===== config.mk =====
export PLATFORM = sky130hd
export DESIGN_NAME = fio_strobe_gen
export DESIGN_NICKNAME = d
export VERILOG_FILES = /design/src/rtl/fio_pkg.sv /design/src/rtl/fio_capture.sv /design/src/rtl/fio_decode.sv /design/src/rtl/fio_strobe_gen.sv
export SDC_FILE = /design/constraint.sdc
export NUM_CORES = 1
export LEC_CHECK = 0
export BUFFER_PORTS_ARGS = -buffer_cell sky130_fd_sc_hd__buf_2
export CORE_AREA = 5 5 42 44
export CTS_BUF_LIST = sky130_fd_sc_hd__clkbuf_8
export CTS_CLUSTER_DIAMETER = 60
export DETAILED_ROUTE_END_ITERATION = 12
export DIE_AREA = 0 0 47 49
export GPL_ROUTABILITY_DRIVEN = 0
export PLACE_DENSITY = 0.71
export SYNTH_ARGS = -nofsm -noshare
export SYNTH_HDL_FRONTEND = slang
export SYNTH_SLANG_ARGS = --single-unit

===== constraint.sdc =====
create_clock -name clk -period 1.83 [get_ports clk]
set_clock_uncertainty 0.05 [all_clocks]
set_input_delay 0 -clock clk [delete_from_list [all_inputs] [get_ports clk]]
set_output_delay 0 -clock clk [all_outputs]
set_load 0.01 [all_outputs]

===== src/rtl/fio_pkg.sv =====
package fio_pkg;

  // Width of one code field in the select byte
  localparam int CODE_W_DEF = 3;

  // True when a decoder output bit is selected by the latched code
  function automatic logic code_hit(input int unsigned code,
                                    input int unsigned idx,
                                    input logic        en,
                                    input logic        is_dummy);
    return en && (code == idx) && !is_dummy;
  endfunction

  // Capture point: the sample just after mclk has fallen
  function automatic logic trailing(input logic prev, input logic now);
    return prev && !now;
  endfunction

endpackage


===== src/rtl/fio_capture.sv =====
module fio_capture
  import fio_pkg::*;
#(
  parameter int CODE_W = CODE_W_DEF,
  localparam int SEL_W = 2 * CODE_W
) (
  input  logic              clk,
  input  logic              rst_n,
  input  logic [SEL_W-1:0]  sel_in,
  input  logic              mclk,
  output logic [CODE_W-1:0] rd_code,
  output logic [CODE_W-1:0] wr_code,
  output logic              armed,
  output logic              cap_evt
);

  localparam logic [CODE_W-1:0] RD_IDLE = {CODE_W{1'b1}};

  logic mclk_q;

  // Capture on the trailing edge of the instruction pulse
  assign cap_evt = trailing(mclk_q, mclk);

  always_ff @(posedge clk) begin
    if (!rst_n) begin
      mclk_q  <= 1'b0;
      rd_code <= RD_IDLE;
      wr_code <= '0;
      armed   <= 1'b0;
    end else begin
      mclk_q <= mclk;
      if (cap_evt) begin
        rd_code <= sel_in[CODE_W-1:0];
        wr_code <= sel_in[SEL_W-1:CODE_W];
        armed   <= 1'b1;
      end
    end
  end

endmodule


===== src/rtl/fio_decode.sv =====
module fio_decode
  import fio_pkg::*;
#(
  parameter int CODE_W    = CODE_W_DEF,
  parameter bit HAS_DUMMY = 1'b0,
  localparam int NPORT    = 1 << CODE_W
) (
  input  logic [CODE_W-1:0] code,
  input  logic              en,
  output logic [NPORT-1:0]  strb_n
);

  // One active-low output per port; the top code may be a dummy
  for (genvar i = 0; i < NPORT; i++) begin : g_port
    localparam bit IS_DUMMY = HAS_DUMMY && (i == NPORT - 1);
    assign strb_n[i] = ~code_hit(int'(code), i, en, IS_DUMMY);
  end

endmodule


===== src/rtl/fio_strobe_gen.sv =====
module fio_strobe_gen
  import fio_pkg::*;
#(
  parameter int CODE_W = CODE_W_DEF,
  localparam int NPORT = 1 << CODE_W,
  localparam int SEL_W = 2 * CODE_W
) (
  input  logic             clk,
  input  logic             rst_n,
  input  logic [SEL_W-1:0] sel_in,
  input  logic             mclk,
  input  logic             mclk_dly,
  input  logic             wr_ctl,
  input  logic             sel_ctl,
  output logic [NPORT-1:0] rd_n,
  output logic [NPORT-1:0] wr_n,
  output logic             io_any_n
);

  logic [CODE_W-1:0] rd_code;
  logic [CODE_W-1:0] wr_code;
  logic              armed;
  logic              cap_evt;
  logic              rd_en;
  logic              wr_en;

  fio_capture #(.CODE_W(CODE_W)) i_capture (
    .clk     (clk),
    .rst_n   (rst_n),
    .sel_in  (sel_in),
    .mclk    (mclk),
    .rd_code (rd_code),
    .wr_code (wr_code),
    .armed   (armed),
    .cap_evt (cap_evt)
  );

  // Alternate enables; reads blanked at instruction end
  assign rd_en = armed && !wr_ctl && !mclk_dly;
  assign wr_en = armed && wr_ctl;

  fio_decode #(.CODE_W(CODE_W), .HAS_DUMMY(1'b1)) i_rd_dec (
    .code   (rd_code),
    .en     (rd_en),
    .strb_n (rd_n)
  );

  fio_decode #(.CODE_W(CODE_W), .HAS_DUMMY(1'b0)) i_wr_dec (
    .code   (wr_code),
    .en     (wr_en),
    .strb_n (wr_n)
  );

  // Any port access, active low
  assign io_any_n = ~(wr_ctl | sel_ctl);

endmodule


Word level (Yosys, flattened, before mapping)
Index checks and enable logic that the tools add are counted.

Register bits: 8. Bits of input ports: 12. Output and inout port bits: 17. Logic and storage cells: 58.

Equal/unequal tests: 13. Bitwise gates (word level): 17. Reduce and logical (&&, ||, !) cells: 24.

Operators by type and width (number): == test 3 bit (second input constant) (7); logical AND 1 bit (19); inverter 1 bit (16); == test 3 x 2 -> 1 bit (second input constant) (4); == test 3 x 1 -> 1 bit (second input constant) (2); logical NOT 3 bit (2); logical NOT 1 bit (3); OR 1 bit (1).

Depth between registers and ports, before layout
Gate-level depths: netlist of the first run.

Depth in word-level cells: 5. Gate-level depth with buffers: 3. Mapped depth without buffers: 2.

Hierarchy
From an unflattened synthesis of the first run, not the netlist that was laid out.

Cell total of the unflattened synthesis: 51. Area, all modules: 494.2 sq um.

By module, submodules not included: fio_capture (times used 1, cells an instance 31, area each 314.1 sq um, seq. area each 160.2 sq um); fio_decode (i_rd_dec) (times used 1, cells an instance 9, area each 81.3 sq um, seq. area each 0.0 sq um); fio_decode (i_wr_dec) (times used 1, cells an instance 8, area each 76.3 sq um, seq. area each 0.0 sq um); fio_strobe_gen (times used 1, cells an instance 3, area each 22.5 sq um, seq. area each 0.0 sq um).

Least setup slack after synthesis of the first run
No wires, ideal clock.

Path kind: register to output. Start: register i_capture.armed. End: output wr_n[5]. Arrival: 0.842 ns. Setup slack: 0.938 ns. Cell stages (with the launch flop): 4. Path buffers: 1. Cells stage by stage: dfxtp_1 buf_2 nand2_1 or3_1.

Longest elaborated chain between the ends: 3.

RTL lines: start: declaration (line fio_capture.sv:13) `output logic armed,`; start signal: assignment (line fio_capture.sv:29) `armed <= 1'b0;`; start signal: assignment (line fio_capture.sv:35) `armed <= 1'b1;`; logical AND 1 bit (line fio_strobe_gen.sv:40) `assign wr_en = armed && wr_ctl;`; logical AND 1 bit (line fio_pkg.sv:11) `return en && (code == idx) && !is_dummy;`; inverter 1 bit (line fio_decode.sv:16) `assign strb_n[i] = ~code_hit(int'(code), i, en, IS_DUMMY);`; end: declaration (line fio_strobe_gen.sv:16) `output logic [NPORT-1:0] wr_n,`.

No other way between the ends.

Worst setup path after layout of the first run
Start: register i_capture.rd_code[0]. End: output rd_n[2].

Longest elaborated chain between the ends: 3.

RTL lines: start: declaration (line fio_capture.sv:11) `output logic [CODE_W-1:0] rd_code,`; start signal: assignment (line fio_capture.sv:33) `rd_code <= sel_in[CODE_W-1:0];`; == test 3 x 2 -> 1 bit (line fio_pkg.sv:11); logical AND 1 bit (line fio_pkg.sv:11); inverter 1 bit (line fio_decode.sv:16); end: declaration (line fio_strobe_gen.sv:15) `output logic [NPORT-1:0] rd_n,`.

No other way between the ends.

==> metrics.md, run 1 <==
| Metric | Value |
|---|---|
| Clock Latency Late Sink | 0.23 ns |
| # resized after CTS | 0 |
| Mapped Cells | 62 |
| Max-cap violation count | 0 |
| Fill cells | ~150 |
| RSZ-0062 raised after global routing | no |
| Synth Flop Type | dfxtp_1 |
| ANT cells | 0 |
| Hold Vio Cnt, Final | 0 |
| Vias in the first global route | 411 |
| Vias | 535 |
| Leak | 0.000292 uW |
| Port Buf Inserts | 27 |
| Boundary Pins | 29 |
| Clock sink total | 8 |
| Hold path start | rst_n |
| Most common cell in the synthesized netlist | nand2_1 |
| Detailed Place HPWL | 856 um |
| Max incr delay on CP | 0.40 ns |
| Peak supply drop | 429 uV |
| CP Data Required Time | 1.78 ns |
| Average wire per standard cell | 10.6 um |
| Cell variety after synth | 24 |
| Slew @ Worst Pin | 0.550 ns |
| #FFs+latches synth | 8 |
| Tcrit/Tclk final | approximately 70% |
| CP max-delay cell | nor4_1 |
| Crit path launch type | flop |
| Reg-to-reg endpoint | i_capture.wr_code[0] |
| Die ar. | 2300 sq um |
| CP Depth | 3 |
| Gr usage total | 11.1% |
| Status | finished, final reports clean |
| Power per cell area | 641 nW/um^2 |
| Reg clk slew, reported paths | about 0.04 ns |
| Die height | 49 um |
| Setup crit end kind | output port |
| Area Overhead vs Synth | 47.3% |
| Synthesized Nets | 74 |
| Synth area leader | dfxtp_1 |
| Nets | 108 |
| Initial antenna violation count | 0 |
| TritonRoute pass-1 iters | 4 |
| Synth area leaders | dfxtp_1 (33%), nand2_1 (8.5%), mux2i_1 (6.2%), nand3_1 (5.1%), nand4_1 (5.1%) |
| Worst Path Buf+Inv | 1 |
| Global-route wire length before repair | 1830 um |
| TritonCTS Buffers | 3 |
| Die Wd | 47 um |
| Cts hold-fix bufs | 7 |
| Post-synth top cells | nand2_1 (11), dfxtp_1 (8), nand3_1 (5) |
| Register area share after synthesis | 32.9% |
| Antenna viol nets, final | 0 |
| # rows | 14 |
| Root buffer cell | clkbuf_8 |
| Post-synth top area share | between 30% and 40% |
| FF-to-FF path depth | 2 |
| Netlist Area Pre-Place | 487 sq um |
| Post-synth EDFFs | 0 |
| CTS tree | yes |
| Avg Vias per Cell | 4.86 |
| Synth warn | 0 |
| Crit path time final | 1.29 ns |
| Clock Path Buffers | 2 |
| Avg Inst Size Synth | about 7.9 sq um |
| Crit path max fanout | 6 |
| Worst r2r src | i_capture.mclk_q |
| Final WL | 1160 um |
| Total setup buffers inserted after CTS | 0 |
| DR DRC count | 0 |
| Async S/R FF share, synth | 0% |
| Hold Path Class | primary input to flop |
| Cell area after layout | 717 sq um |
| Achievable clock frequency | 0.778 GHz |
| Hold path depth | 2 |
| Normalized max-slew margin | 63.2% |
| Setup CP Type | flop to output port |
| Maximum number of pins on one net before global-route repair | 12 |
| CP delay by family, top | simple AND/OR/NAND/NOR gates |
| Initial Util | 34.7% |
| Final setup vio count | 0 |
| Core area | approximately 1400 sq um |
| Crit path cell chain | nor4_1 > nand3_1 > buf_2 |
| Setup total negative slack | 0 ns |
| Critical Path AT | around 1.2 ns |
| Max Slew Vio Count | 0 |
| Cell Area, Placed | about 610 sq um |
| Worst Hold End | i_capture.rd_code[0] |
| Worst reg-to-reg setup slack | 0.64 ns |
| Fraction of layout cells with a size suffix above 1 | 35.1% |
| Remaining Overflow, GRT | 0 |
| 1st-iter DRT viols | 10 |
| H-tree depth | 1 |
==> power breakdown <==
| group | switching [uW] | total (uW) | internal, uW |
|---|---|---|---|
| Combinational | 25.2 | 57.1 | 31.9 |
| Clock | 66.0 | 208 | 142 |
| Sequential | 10.7 | 194 | 183 |
==> per-layer routing <==
layer  wire, um  GRT usage, %  vias to the layer above  part of all wire, %
li1           -             -                      277                    -
met1        500          14.1                      234                   43
met2        517          14.5                       22                   44
met3        134          5.54                        2                   12
met4         11          6.91                        0                 0.95
met5          0             0                        -                    0
==> worst max-delay path by stage <==
stage                         startpoint              endpoint  slack, ns
finish              i_capture.rd_code[0]               rd_n[2]       0.54
global route        i_capture.rd_code[0]               rd_n[2]       0.40
CTS                      i_capture.armed               wr_n[5]       0.54
detailed placement      i_capture.mclk_q  i_capture.wr_code[1]       0.63
global placement        i_capture.mclk_q  i_capture.wr_code[0]       0.66
floorplan                i_capture.armed               wr_n[5]       0.94
==> cells by family (layout without fill, tap and decap cells) <==
logic type | Yosys count | after routing | share of synthesized area (%)
compound gates | 4 | 4 | 6.17
mux | 3 | 3 | 6.17
other cells | 1 | 1 | 0.770
buf+inv | 9 | 41 | 10.5
flops | 8 | 8 | 32.9
simple gates | 37 | 37 | 43.4
==> registers in the layout (all words and copies together) (netlist names) <==
name and flops:
i_capture.wr_code 3, i_capture.mclk_q 1, i_capture.armed 1, i_capture.rd_code 3
==> final cells by class <==
type	instances	area, sq um	area share (%)
Multi-Input combinational cell	45	275	38.4
Inverter	4	15.0	2.09
Sequential cell	8	160	22.3
Timing Repair Buffer	34	205	28.6
Clock buffer	3	41.3	5.76
Tap cell	16	20.0	2.79
==> through the flow <==
stage / worst slack (ns) / hold slack (ns) / std cells / power (uW) / utilization, %
after CTS: 0.535 / 0.00479 / 110 / 468 / 51.2
after floorplan: 0.938 / -0.00708 / 62 / 228 / -
after global placement: 0.665 / 0.174 / 100 / 241 / 43.2
after global routing: 0.402 / 0.0193 / 110 / 488 / 51.2
final: 0.545 / 0.00954 / 110 / 459 / 51.2
after detailed placement: 0.630 / 0.176 / 100 / 243 / 43.2
==> placed cells by master (no fill, tap or decap) <==
cell,n
and2_1,1
and2b_1,2
and3b_2,1
buf_2,27
clkbuf_8,3
conb_1,1
dfxtp_1,8
dlygate4sd3_1,7
inv_1,4
mux2i_1,3
nand2_1,11
nand2_2,1
nand3_1,5
nand3b_1,3
nand4_1,4
nor2_1,2
nor2b_1,1
nor3_1,1
nor3b_1,1
nor4_1,1
nor4b_2,1
o211ai_1,3
o21a_1,1
or3_1,2
(Power assumes the default switching activity.)
==> run 2: changes to the inputs <==
- clock period: 1.83 -> 1.2 ns (I/O delays scaled with it)
==> run 2 against run 1 <==
Clock-buffer cell count unchanged. First-iteration DRC count down 90%. Combinational power is 60% higher. Sequential power rose by 53%. Hold slack lost 0.0023 ns. Cell count did not move. Wire length up 3.9%. Die area unchanged. Global-route usage decreased by 0.55 points. Non-clock buffer count stayed put. Via count down 0.19%. Flip-flop and latch count unchanged.
==> metrics.md, run 2 (same netlist as run 1, synthesis figures left out) <==
| Metric | Value |
|---|---|
| Status | finished, final reports clean |
| Gr usage total | around a tenth |
| Vias | roughly 530 |
| Die height | ~49 um |
| Fin util | between 50% and 60% |
| Comb power frac | 13.0% |
| Tcrit/Tclk final | 97.1% |
| Fill cells | 143 |
| Power per cell area | 929 nW/um^2 |
| Crit path time final | 1.17 ns |
| Crit path max fanout | 6 |
| Maximum number of pins on one net before global-route repair | 12 |
| Fraction of layout cells with a size suffix above 1 | between 40% and 50% |
| Clock Path Buffers | 2 |
| Worst Hold End | i_capture.rd_code[0] |
| Achievable clock frequency | ~0.86 GHz |
| Port Buf Inserts | 27 |
| Min Hold Slack | 0.00724 ns |
| Worst r2r src | i_capture.mclk_q |
| Max-cap violation count | 0 |
| Initial Util | 34.7% |
| Top flop regs | i_capture.rd_code x3, i_capture.wr_code x3 |
| Hold path start | sel_in[0] |
| Die Wd | about 47 um |
| Hold path depth | 3 |
| Final WL | 1210 um |
| Max Slew Vio Count | 0 |
| Most frequent cells in the layout | buf_2 (27), nand2_1 (11), dlygate4sd3_1 (6) |
| RSZ-0062 raised after global routing | yes |
| Avg Vias per Cell | 4.85 |
| Hold Vio Cnt, Final | 0 |
| Clock power share | 44.8% |
| Worst reg-to-reg setup slack | 0.24 ns |
| Total Power | around 700 uW |
| Remaining Overflow, GRT | 0 |
| Die ar. | 2300 sq um |
| Antenna viol nets, final | 0 |
| Setup total negative slack | 0 ns |
| Switching power | 158 uW |
| 1st-iter DRT viols | 1 |
| Boundary Pins | 29 |
| Crit path launch type | flop |
| Area Overhead vs Synth | 55.3% |
| # rows | 14 |
| Clock Latency Late Sink | about 0.22 ns |
| Final setup vio count | 0 |
| TritonCTS Buffers | 3 |
| Hold Path Class | primary input to flop |
| Reg clk slew, reported paths | 0.04 ns |
| Leading cell type in the layout, fill and taps excluded | buf_2 |
| Setup CP Type | flop to output port |
| Detailed Place HPWL | 900 um |
| CTS tree | yes |
| Initial antenna violation count | 0 |
| Seq pwr share | 42.2% |
| Clock sink total | 8 |
| CP Data Required Time | 1.15 ns |
| FF-to-FF path depth | 3 |
| Peak supply drop | 586 uV |
| Reg-to-reg endpoint | i_capture.wr_code[1] |
| Net Sw Frac | between 20% and 30% |
| ANT cells | 0 |
| Setup crit end kind | output port |
| Average wire per standard cell | 11.0 um |
| Global-route wire length before repair | around 1900 um |
| Vias in the first global route | 465 |
| Root buffer cell | clkbuf_8 |
| Leak | slightly above 0.0003 uW |
| DR DRC count | 0 |
| Internal power | 544 uW |
| H-tree depth | 1 |
| TritonRoute pass-1 iters | 4 |
| Core area | 1400 sq um |
| Critical Path AT | 1.12 ns |
| Nets | 108 |
==> run 2: through the flow <==
| stage | worst slack (ns) | cell area (sq um) | cells |
|---|---|---|---|
| floorplan | 0.308 | 487 | 62 |
| global placement | 0.196 | 613 | 101 |
| detailed placement | 0.152 | 613 | 101 |
| CTS | 0.0102 | 733 | 110 |
| global route | -0.0463 | 756 | 110 |
| finish | 0.0347 | 756 | 110 |
==> run 2: area by class of cell <==
cell class | count | area, sq um | area share [%]
tap | 16 | 20.0 | 2.65
multi-input combinational | 45 | 300 | 39.7
clock buffer | 3 | 41.3 | 5.46
inverter | 4 | 15.0 | 1.99
sequential | 8 | 176 | 23.3
timing repair buffer | 34 | 203 | 26.8
==> run 2: power by group through the flow <==
| stage | logic [uW] | clock network (uW) | registers (uW) |
|---|---|---|---|
| 2_1_floorplan | 53.6 | 0 | 294 |
| 3_3_place_gp | 70.0 | 0 | 299 |
| 3_5_place_dp | 72.1 | 0 | 300 |
| 4_1_cts | 89.9 | 328 | 298 |
| 5_1_grt | 102 | 338 | 299 |
| 6_report | 91.1 | 314 | 296 |
==> run 2: worst max path at each step <==
stage	from	end	slack, ns	depth (start not counted)
global route	i_capture.wr_code[0]	wr_n[4]	-0.05	3
finish	i_capture.wr_code[1]	wr_n[7]	0.03	3
detailed placement	i_capture.rd_code[0]	rd_n[2]	0.15	3
floorplan	i_capture.armed	wr_n[5]	0.31	3
CTS	i_capture.rd_code[2]	rd_n[6]	0.01	3
global placement	i_capture.rd_code[0]	rd_n[2]	0.20	3
==> run 2: worst max-delay path, stage by stage, from the launching register on <==
cell and delay, ns:
dfxtp_4 0.36, inv_2 0.04, or3_1 0.35, buf_2 0.14
==> run 2: what timing repair did <==
item / in CTS / in global routing
resized for setup: 5 / 10
gates cloned: 0 / 0
hold buffers: 6 / 0
buffers inserted: 0 / 0
endpoints found under the setup margin: 6 / 7
pin swaps: 2 / 0
endpoints found under the hold margin: 6 / 0
==> run 2: layer usage <==
metal	vias to the layer above	GRT usage, %	share of wire, %
met5	-	0	0
met3	5	1.11	10
met4	0	6.91	2.7
met1	232	14.6	44
li1	274	-	-
met2	23	14.9	43
==> run 3: changes to the inputs <==
- CELL_PAD_IN_SITES_DETAIL_PLACEMENT: default -> 2
- CELL_PAD_IN_SITES_GLOBAL_PLACEMENT: default -> 2
- CORE_AREA: 5 5 42 44 -> default
- CORE_MARGIN: default -> 5
- CORE_UTILIZATION: default -> 22
- DIE_AREA: 0 0 47 49 -> default
- PLACE_DENSITY: 0.71 -> 0.82
- TNS_END_PERCENT: default -> 1
==> run 3 against run 2 <==
Flip-flop and latch count unchanged. Register-to-register slack worse by 0.02 ns. Critical path depth unchanged. Core utilization down 19 points. Clock-buffer cell count unchanged. Maximum frequency down 2.1%. Clock power up 3%. Power up 1.7%. Sequential power about the same. Cell count up 11%. Sequential share of layout area down 0.34 points. Via count up 5.4%. Largest cell class unchanged.
==> metrics.md, run 3 (same netlist as run 1, synthesis figures left out) <==
| Metric | Value |
|---|---|
| Global-route wire length before repair | 2650 um |
| Cell area after layout | 767 sq um |
| Boundary Pins | 29 |
| CTS tree | yes |
| Total setup buffers inserted after CTS | 0 |
| ANT cells | 0 |
| Clock sink total | 8 |
| Avg Vias per Cell | about 4.6 |
| Worst reg-to-reg setup slack | ~0.22 ns |
| # rows | 17 |
| Remaining Overflow, GRT | 0 |
| Final cell count without fillers | roughly 120 |
| Setup CP Type | flop to output port |
| Initial Util | ~22% |
| CP Data Required Time | 1.15 ns |
| Dpl cells | 113 |
| Nets | 108 |
| 1st-iter DRT viols | 6 |
| Area Overhead vs Synth | 57.6% |
| Core area | roughly 2200 sq um |
| Register area | 176 sq um |
| Fill cells | 265 |
| Leak | 0.000302 uW |
| Setup crit end kind | output port |
| Die Wd | 57.0 um |
| Combined area of the multi-input logic cells | 297 sq um |
| Crit path time final | between 1 and 1.5 ns |
| Dpl ws | 0.127 ns |
| H-tree depth | 1 |
| TritonCTS Buffers | 3 |
| Gr usage total | 10.4% |
| Fraction of layout cells with a size suffix above 1 | between 40% and 50% |
| Initial antenna violation count | 0 |
| Peak supply drop | 629 uV |
| Setup ws final | 0.00908 ns |
| Max Slew Vio Count | 0 |
| Hold Vio Cnt, Final | 0 |
| Max incr delay on CP | 0.37 ns |
| Status | finished, final reports clean |
| Crit path launch type | flop |
| Root buffer cell | clkbuf_8 |
| Tcrit/Tclk final | 99.2% |
| Achievable clock frequency | 0.840 GHz |
| Min Hold Slack | around 0.023 ns |
| CP max-delay cell | dfxtp_4 |
| Final setup vio count | 0 |
| Maximum number of pins on one net before global-route repair | 12 |
| Vias | 563 |
| Die ar. | roughly 3300 sq um |
| Top flop regs | i_capture.rd_code x3, i_capture.wr_code x3 |
| Clock Path Buffers | 2 |
| Reg clk slew, reported paths | 0.04 ns |
| Clock Latency Late Sink | 0.23 ns |
| Power per cell area | between 900 and 1000 nW/um^2 |
| Crit path cell chain | nand2_2 > or3_1 > buf_2 |
| Max-cap violation count | 0 |
| Vias in the first global route | 607 |
| Most frequent cells in the layout | buf_2 (27), nand2_1 (11), dlygate4sd3_1 (6) |
| Average wire per standard cell | approximately 13 um |
| DR DRC count | 0 |
| Final WL | roughly 1600 um |
| Leading cell type in the layout, fill and taps excluded | buf_2 |
| Cell Area, Placed | 628 sq um |
| Die height | around 57 um |
| Critical Path AT | 1.14 ns |
| RSZ-0062 raised after global routing | yes |
| TritonRoute pass-1 iters | 3 |
| Crit path max fanout | 6 |
| Antenna viol nets, final | 0 |
| Hold Path Class | primary input to flop |
| Total Power | 714 uW |
| Port Buf Inserts | 27 |
| Detailed Place HPWL | 1170 um |
[run 3: cell counts in the layout (fill, tap and decap cells not counted)]
No cell type changed its count.
[run 3: per-layer routing]
layer  GRT usage, %  share of wire [%]
met5              0                  0
met4           5.96                1.9
met3           3.85                8.0
met2           17.9                 48
met1           10.8                 42
[run 3: critical path, delay by kind of cell (launching register included)]
kind / cells / cell delay, ns
and+or+nand+nor: 2 / 0.39
DFF: 1 / 0.37
buffers and inverters: 1 / 0.15
[run 3: layout make-up]
type                            instances  area share (%)
Tap cell                               28            4.57
Inverter                                4            1.96
Clock buffer                            3            5.38
Multi-Input combinational cell         45            38.7
Timing Repair Buffer                   34            26.4
Sequential cell                         8            23.0
[run 3: final timing paths]
kind,startpoint,end,depth (start not counted)
max reg2reg,i_capture.mclk_q,i_capture.wr_code[2],3
min,rst_n,i_capture.rd_code[2],2
min reg2reg,i_capture.wr_code[2],i_capture.wr_code[2],2
max,i_capture.wr_code[0],wr_n[5],3
[run 3: power by group]
group          switching (uW)  total, uW  internal [uW]
sequential               19.3        297            277
combinational            44.2       93.7           49.5
clock                     106        324            217
total                     170        714            544
[run 3: repair_timing]
| item | 4_1_cts | 5_1_grt |
|---|---|---|
| resized for setup | 7 | 7 |
| hold endpoints to repair | 6 | 0 |
| pin swaps | 2 | 0 |
| endpoints found under the setup margin | 11 | 13 |
| hold buffers | 6 | 0 |
[run 3: through the flow]
stage               TNS (ns)  util, %
finish                     0     35.4
global route          -0.283     35.4
CTS                  -0.0176     34.4
detailed placement         0     29.0
global placement           0     29.0
floorplan                  0        -
